File: config.mk
export PLATFORM = sky130hd
export DESIGN_NAME = mm_verify_fsm
export DESIGN_NICKNAME = d
export VERILOG_FILES = /design/src/rtl/mmv_pkg.sv /design/src/rtl/mmv_interval_timer.sv /design/src/rtl/mmv_handshake_core.sv /design/src/rtl/mm_verify_fsm.sv
export SDC_FILE = /design/constraint.sdc
export NUM_CORES = 1
export LEC_CHECK = 0
export CAP_MARGIN = 25
export CORE_AREA = 2 2 57 59
export CTS_CLUSTER_DIAMETER = 150
export CTS_CLUSTER_SIZE = 30
export DETAILED_ROUTE_END_ITERATION = 6
export DIE_AREA = 0 0 59 61
export DONT_BUFFER_PORTS = 1
export MAX_ROUTING_LAYER = met4
export PLACE_DENSITY = 0.75
export SLEW_MARGIN = 20
export SYNTH_ARGS = -nofsm -noshare
export SYNTH_HDL_FRONTEND = slang
export SYNTH_SLANG_ARGS = --single-unit
File: constraint.sdc
create_clock -name clk -period 2.55 [get_ports clk]
set_clock_uncertainty 0.2 [all_clocks]
set_input_delay 0.3825 -clock clk [delete_from_list [all_inputs] [get_ports clk]]
set_output_delay 0.3825 -clock clk [all_outputs]
set_load 0.01 [all_outputs]
File: src/rtl/mmv_pkg.sv
// Package: shared status encoding for the verify handshake.
// Assumes: the codes are observed by software-facing logic outside this block.
package mmv_pkg;
    typedef enum logic [2:0] {
        ST_DISABLED  = 3'd0,
        ST_INITIAL   = 3'd1,
        ST_VERIFYING = 3'd2,
        ST_SUCCEEDED = 3'd3,
        ST_FAILED    = 3'd4
    } mmv_status_e;
endpackage

File: src/rtl/mmv_interval_timer.sv
// Module: interval timer for the verify handshake.
// Counts clock cycles through a prescaler of CYC_PER_MS cycles per millisecond.
// arm_now makes it expire in the next cycle. rearm reloads it with max(interval,1) ms.
// stop halts it. expire stays high while the count is zero, until the owner
// issues arm_now, rearm or stop.
// Assumes: the owner reacts to every expiry in the same cycle.
module mmv_interval_timer #(
    parameter int CYC_PER_MS = 1000,
    parameter int MS_W       = 8
) (
    input  logic            clk,
    input  logic            rst_n,
    input  logic            arm_now,
    input  logic            rearm,
    input  logic            stop,
    input  logic [MS_W-1:0] interval_ms,
    output logic            expire
);
    localparam int PRE_W = (CYC_PER_MS > 1) ? $clog2(CYC_PER_MS) : 1;
    localparam logic [PRE_W-1:0] PRE_LAST = PRE_W'(CYC_PER_MS - 1);

    logic            running;
    logic [MS_W-1:0] ms_left;
    logic [PRE_W-1:0] pre_cnt;
    logic [MS_W-1:0] load_ms;

    // Purpose: a zero interval is treated as one millisecond.
    always_comb load_ms = (interval_ms == '0) ? MS_W'(1) : interval_ms;

    assign expire = running && (ms_left == '0);

    // Purpose: prescaled millisecond countdown with arm, rearm and stop control.
    always_ff @(posedge clk) begin
        if (!rst_n) begin
            running <= 1'b0;
            ms_left <= '0;
            pre_cnt <= '0;
        end else if (arm_now) begin
            running <= 1'b1;
            ms_left <= '0;
            pre_cnt <= '0;
        end else if (rearm) begin
            running <= 1'b1;
            ms_left <= load_ms;
            pre_cnt <= '0;
        end else if (stop) begin
            running <= 1'b0;
        end else if (running && ms_left != '0) begin
            if (pre_cnt == PRE_LAST) begin
                pre_cnt <= '0;
                ms_left <= ms_left - 1'b1;
            end else begin
                pre_cnt <= pre_cnt + 1'b1;
            end
        end
    end

    // a fresh reload never expires in the cycle that follows it
    p_rearm_no_expire_r3: assert property (@(posedge clk) disable iff (!rst_n)
        (rearm && !arm_now) |=> !expire);

    // a stop with no reload leaves the timer silent in the next cycle
    p_stop_silent_r9: assert property (@(posedge clk) disable iff (!rst_n)
        (stop && !rearm && !arm_now) |=> !expire);
endmodule

File: src/rtl/mmv_handshake_core.sv
// Module: status and request logic of the verify handshake.
// Applies the timer expiry first, then events on the result. Disable, link-down,
// start and link-up override both. Issues one-cycle request pulses.
// Assumes: event inputs are single-cycle pulses synchronous to clk.
module mmv_handshake_core
    import mmv_pkg::*;
#(
    parameter int MAX_VERIFY = 3
) (
    input  logic        clk,
    input  logic        rst_n,
    input  logic        cfg_rx_en,
    input  logic        cfg_tx_en,
    input  logic        cfg_verify_en,
    input  logic        start,
    input  logic        link_ok,
    input  logic        ev_verify_sent,
    input  logic        ev_verify_rcvd,
    input  logic        ev_resp_rcvd,
    input  logic        expire,
    output logic        t_arm_now,
    output logic        t_rearm,
    output logic        t_stop,
    output mmv_status_e status,
    output logic        tx_preempt_en,
    output logic        rx_preempt_en,
    output logic        send_verify,
    output logic        send_resp
);
    localparam int RET_W = $clog2(MAX_VERIFY + 1);
    localparam logic [RET_W-1:0] RET_FULL = RET_W'(MAX_VERIFY);

    mmv_status_e      st_n;
    logic [RET_W-1:0] retries, ret_n;
    logic             tx_n, do_send, link_q;
    logic             rx_ok, up_edge, begin_hs;

    // Purpose: qualify events and detect link-up and handshake start.
    always_comb begin
        rx_ok    = cfg_rx_en && link_ok;
        up_edge  = link_ok && !link_q;
        begin_hs = cfg_verify_en && cfg_tx_en && rx_ok && (start || up_edge);
    end

    // Purpose: next status, retry budget, transmit enable and timer control.
    always_comb begin
        st_n      = status;
        ret_n     = retries;
        tx_n      = tx_preempt_en;
        do_send   = 1'b0;
        t_arm_now = 1'b0;
        t_rearm   = 1'b0;
        t_stop    = 1'b0;
        if (!link_ok) begin
            tx_n   = 1'b0;
            t_stop = 1'b1;
        end else if (!cfg_verify_en) begin
            st_n   = ST_DISABLED;
            tx_n   = cfg_tx_en;
            t_stop = 1'b1;
        end else if (begin_hs) begin
            st_n      = ST_INITIAL;
            ret_n     = RET_FULL;
            tx_n      = 1'b0;
            t_arm_now = 1'b1;
        end else if (up_edge) begin
            tx_n   = 1'b0;
            t_stop = 1'b1;
        end else begin
            if (expire) begin
                if (status == ST_INITIAL || status == ST_VERIFYING) begin
                    if (retries != '0) begin
                        do_send = 1'b1;
                        ret_n   = retries - 1'b1;
                        t_rearm = 1'b1;
                    end else begin
                        st_n   = ST_FAILED;
                        t_stop = 1'b1;
                    end
                end else begin
                    if (status == ST_SUCCEEDED) tx_n = 1'b1;
                    t_stop = 1'b1;
                end
            end
            if (rx_ok && ev_verify_sent && st_n == ST_INITIAL) st_n = ST_VERIFYING;
            if (rx_ok && ev_resp_rcvd && st_n == ST_VERIFYING) begin
                st_n    = ST_SUCCEEDED;
                t_rearm = 1'b1;
            end
        end
    end

    // Purpose: register state and request pulses.
    always_ff @(posedge clk) begin
        if (!rst_n) begin
            status        <= ST_DISABLED;
            retries       <= '0;
            tx_preempt_en <= 1'b0;
            rx_preempt_en <= 1'b0;
            send_verify   <= 1'b0;
            send_resp     <= 1'b0;
            link_q        <= 1'b0;
        end else begin
            status        <= st_n;
            retries       <= ret_n;
            tx_preempt_en <= tx_n;
            rx_preempt_en <= rx_ok;
            send_verify   <= do_send;
            send_resp     <= ev_verify_rcvd && rx_ok;
            link_q        <= link_ok;
        end
    end

    // only the five defined codes appear
    p_status_legal_r2: assert property (@(posedge clk) disable iff (!rst_n)
        status inside {ST_DISABLED, ST_INITIAL, ST_VERIFYING, ST_SUCCEEDED, ST_FAILED});

    // a verify request always consumes budget that existed
    p_verify_budget_r4: assert property (@(posedge clk) disable iff (!rst_n)
        send_verify |-> ($past(retries) != '0 && $past(expire)));

    // failure is entered only on an expiry with an empty budget
    p_fail_cause_r4: assert property (@(posedge clk) disable iff (!rst_n)
        $rose(status == ST_FAILED) |-> ($past(expire) && $past(retries) == '0));

    // with verification on, transmit preemption rises only out of success
    p_tx_from_success_r7: assert property (@(posedge clk) disable iff (!rst_n)
        ($rose(tx_preempt_en) && $past(cfg_verify_en)) |-> $past(status) == ST_SUCCEEDED);

    // a response request always answers a qualified partner verify
    p_resp_answers_r8: assert property (@(posedge clk) disable iff (!rst_n)
        send_resp |-> ($past(ev_verify_rcvd) && $past(cfg_rx_en) && $past(link_ok)));

    // link down removes both preemption enables
    p_link_down_r9: assert property (@(posedge clk) disable iff (!rst_n)
        !link_ok |=> (!tx_preempt_en && !rx_preempt_en));

    // success is entered only from verifying on a response
    p_success_cause_r6: assert property (@(posedge clk) disable iff (!rst_n)
        $rose(status == ST_SUCCEEDED) |-> ($past(ev_resp_rcvd) && $past(status) != ST_FAILED));
endmodule

File: src/rtl/mm_verify_fsm.sv
// Module: top of the frame-preemption verify handshake controller.
// Connects the prescaled interval timer to the status and request core.
// Assumes: all inputs are synchronous to clk, and events are one-cycle pulses.
module mm_verify_fsm #(
    parameter int CYC_PER_MS = 1000,
    parameter int MS_W       = 8,
    parameter int MAX_VERIFY = 3
) (
    input  logic            clk,
    input  logic            rst_n,
    input  logic            cfg_rx_en,
    input  logic            cfg_tx_en,
    input  logic            cfg_verify_en,
    input  logic [MS_W-1:0] cfg_interval_ms,
    input  logic            start,
    input  logic            link_ok,
    input  logic            ev_verify_sent,
    input  logic            ev_verify_rcvd,
    input  logic            ev_resp_rcvd,
    output logic [2:0]      status,
    output logic            tx_preempt_en,
    output logic            rx_preempt_en,
    output logic            send_verify,
    output logic            send_resp
);
    import mmv_pkg::*;

    logic        expire, t_arm_now, t_rearm, t_stop;
    mmv_status_e st;

    assign status = st;

    mmv_interval_timer #(
        .CYC_PER_MS (CYC_PER_MS),
        .MS_W       (MS_W)
    ) u_timer (
        .clk         (clk),
        .rst_n       (rst_n),
        .arm_now     (t_arm_now),
        .rearm       (t_rearm),
        .stop        (t_stop),
        .interval_ms (cfg_interval_ms),
        .expire      (expire)
    );

    mmv_handshake_core #(
        .MAX_VERIFY (MAX_VERIFY)
    ) u_core (
        .clk            (clk),
        .rst_n          (rst_n),
        .cfg_rx_en      (cfg_rx_en),
        .cfg_tx_en      (cfg_tx_en),
        .cfg_verify_en  (cfg_verify_en),
        .start          (start),
        .link_ok        (link_ok),
        .ev_verify_sent (ev_verify_sent),
        .ev_verify_rcvd (ev_verify_rcvd),
        .ev_resp_rcvd   (ev_resp_rcvd),
        .expire         (expire),
        .t_arm_now      (t_arm_now),
        .t_rearm        (t_rearm),
        .t_stop         (t_stop),
        .status         (st),
        .tx_preempt_en  (tx_preempt_en),
        .rx_preempt_en  (rx_preempt_en),
        .send_verify    (send_verify),
        .send_resp      (send_resp)
    );

    // with verification off, no verify request is ever issued
    p_no_verify_when_off_r10: assert property (@(posedge clk) disable iff (!rst_n)
        (!cfg_verify_en && $past(!cfg_verify_en)) |-> !send_verify);
endmodule

==> qor.yml <==
clock_tree:
  cts_buffers: 5
  clock-root-buffer: "clkbuf_4"
  cts_sinks: 29
  ctsLongestPathBuffers: 2
  clk_latency_ps: 340
  clk_pin_slew_ps: 100
  htree_num_levels: 2
  cts_tree: "built"
flow_run:
  maxCapViolCount: 0
route:
  drt_iter0_markers: 126
  ant_nets: 0
  firstDrtPassIters: 4
  via_per_inst: 6.79
  routed_wl_um: 4530
  route.vias.total: 1746
  drc: 0
  wire_per_inst_um: 17.6
sta:
  tns_ps: 0
  hold_viol: 0
  setup_viol: 0
  fmax_mhz: 405
  worstMarginPinSlew_ps: 593
  drv_slew: 0
  timing.final.ws_setup_ps: 81.7
  period_needed_ps: 2470
  max_slew_margin_pct: 60.4
  fin_crit_sh_pct: 96.8
synthesis:
  syn_nets: 226
  synth_fa_ha_area_share_pct: 2.86
  synth_top_cell_area_share_pct: 33.1
  synth_seq_cells: 29
  syn_area_um2: 1750
  synth_top_family_by_area: "simple AND/OR/NAND/NOR gates"
  netlist_instances: 204
  synth_cell_types: 51
  yosys.area_share.simple_pct: 30.1
  async_reset_ff_share_pct: 0
  ys.warnings.count: 0
  synth.area.top_cells: "dfxtp_1 33%, o31ai_1 4.7%, or4_1 4.7%"
  synth-xor-area-share_pct: 2.93
  synthMuxAreaShare_pct: 1.28
  ys_seq_area_share_pct: 33.1
  synth_edf_count: 0
  synth_area_per_cell_um2: 8.59
  synth_flop_cell: "dfxtp_1"
  synth_top_area_cell: "dfxtp_1"
  synth_compound_gate_area_share_pct: 25.1
layout:
  final_area_um2: 2060
  antenna_cells: 0
  fin_cells: 257
  num-fill-cells: 242
  syn2layout_area_growth_pct: 17.6
  nNetsFinal: 245
  layout-drive-gt1-share_pct: 18.8
critical_path:
  arrival_ps: 2530
  cp.required_ps: 2610
  path_delay_family: "simple AND/OR/NAND/NOR gates"
  cp-end-kind: "flip-flop"
  cp_cell_sequence: "inv_1 -> ha_1 -> or4bb_4 -> o21ai_4 -> a21o_1 -> buf_12 -> or4_1 -> a211oi_2"
  critPathMaxFanout: 21
  path_buf_inv: 2
  cpPeakStageDelay_ps: 490
  start_kind: "flip-flop"
  cp_slowest_cell: "or4_1"
  r2r_slack_ps: 80
  path_class: "flip-flop to flip-flop"
placement:
  placedInstanceArea_um2: 1840
  gp_congestion: 0.873
  dp_hpwl_um: 3170
  numPortBuffers: 0
  dp_slack_ps: -41.0
  dp.cells: 239
power:
  p_leak_nw: 0.644
  cellPowerDensity_nw_per_um2: 409
  vdd_drop_max_mv: 0.352
  total_power_uw: 843
die:
  die_h_um: 61
  core_area_um2: 2950
  die_w_um: 59
  rows: 20
  dieArea_um2: 3600
  ioPinCount: 25
  start_util_pct: 59.4
grt:
  track_usage_pct: 27.6
  first_global_vias: 1663
  antenna_found_initial: 0
  grt_max_degree: 22
  grt_pass1_wl_um: 7130
  gr-total-overflow: 0
min_path:
  hold_class: "input port to flip-flop"
status:
  status: "finished, final reports clean"
## layer usage
| layer | track usage [%] | wire length [um] |
|---|---|---|
| met4 | 12.3 | 125 |
| met5 | - | 0 |
| met2 | 44.3 | 2140 |
| met3 | 7.68 | 309 |
| met1 | 32.3 | 1960 |
## report_power, final
part	leakage [nW]	switching, mW	total [mW]	internal (mW)
clock	0.0413	0.172	0.332	0.160
sequential	0.234	0.00352	0.460	0.456
combinational	0.368	0.0301	0.0515	0.0214
## logic make-up (layout without fill, tap and decap cells)
| family | count (synthesis) | count (layout) |
|---|---|---|
| buffers and inverters | 17 | 37 |
| adder cells (fa/ha/maj) | 4 | 4 |
| AO/OA/AOI/OAI | 61 | 61 |
| flip-flops | 29 | 29 |
| multiplexers | 2 | 2 |
| AND/OR/NAND/NOR | 86 | 86 |
| XOR/XNOR | 5 | 5 |
## cell type report
type                            count  area, um2  area share, %
Clock buffer                        7       65.1           3.16
Clock inverter                      1       5.00          0.243
Multi-Input combinational cell    158       1160           56.1
Timing Repair Buffer               21        183           8.86
Inverter                            8       30.0           1.46
Sequential cell                    29        581           28.2
Tap cell                           33       41.3           2.00
## through the flow
stage	util, %	hold slack [ps]
final	69.8	2.45
after global routing	69.8	1.74
after CTS	66.6	1.57
after detailed placement	62.3	279
after global placement	62.3	273
after floorplan	-	255
## worst paths after layout
| path | endpoint | startpoint | cells after the start |
|---|---|---|---|
| min | u_core.status[0] | cfg_verify_en | 2 |
| min reg2reg | u_timer.pre_cnt[8] | u_timer.pre_cnt[8] | 2 |
| max reg2reg | u_timer.pre_cnt[7] | u_timer.ms_left[0] | 8 |
| max | u_timer.pre_cnt[7] | u_timer.ms_left[0] | 8 |
## synthesized netlist by cell type, drive strengths merged, types with 3 or more instances
| cell type | n |
|---|---|
| and4 | 6 |
| or4 | 12 |
| nor3 | 7 |
| nand4 | 5 |
| a211oi | 7 |
| o31ai | 11 |
| nand2b | 5 |
| a21oi | 14 |
| nand2 | 13 |
| a311oi | 5 |
| nand3 | 7 |
| or3 | 4 |
| ha | 4 |
| nor2 | 8 |
| o21ai | 8 |
| a2111oi | 3 |
| and3 | 4 |
| xnor2 | 4 |
| and2 | 4 |
| inv | 8 |
| clkbuf | 3 |
| dfxtp | 29 |
| buf | 6 |
| nor4 | 3 |
## sequential cells by signal, summed over array words and instances, names as in the netlist, 2 cells and up
register         flops
u_timer.pre_cnt     10
u_core.retries       2
u_timer.ms_left      8
u_core.status        3
## cell usage in the layout, fill, tap and decap left out, types with 6 or more instances in the layout
master / Yosys / routed
and4_1: 6 / 6
nand3_1: 7 / 7
nand2_1: 13 / 13
nor2_1: 8 / 7
o31ai_1: 11 / 11
a21oi_1: 13 / 13
o21ai_0: 7 / 7
buf_4: 1 / 15
dfxtp_1: 29 / 29
or4_1: 11 / 11
a211oi_1: 7 / 6
inv_1: 8 / 8
## timing repair
item,CTS,global route
endpoints found under the hold margin,6,0
hold buffers,5,0
gates resized for setup,1,9
setup endpoints to repair,1,14
pin swaps,0,4
setup buffers,0,5
Power figures use the tool's default switching activity.
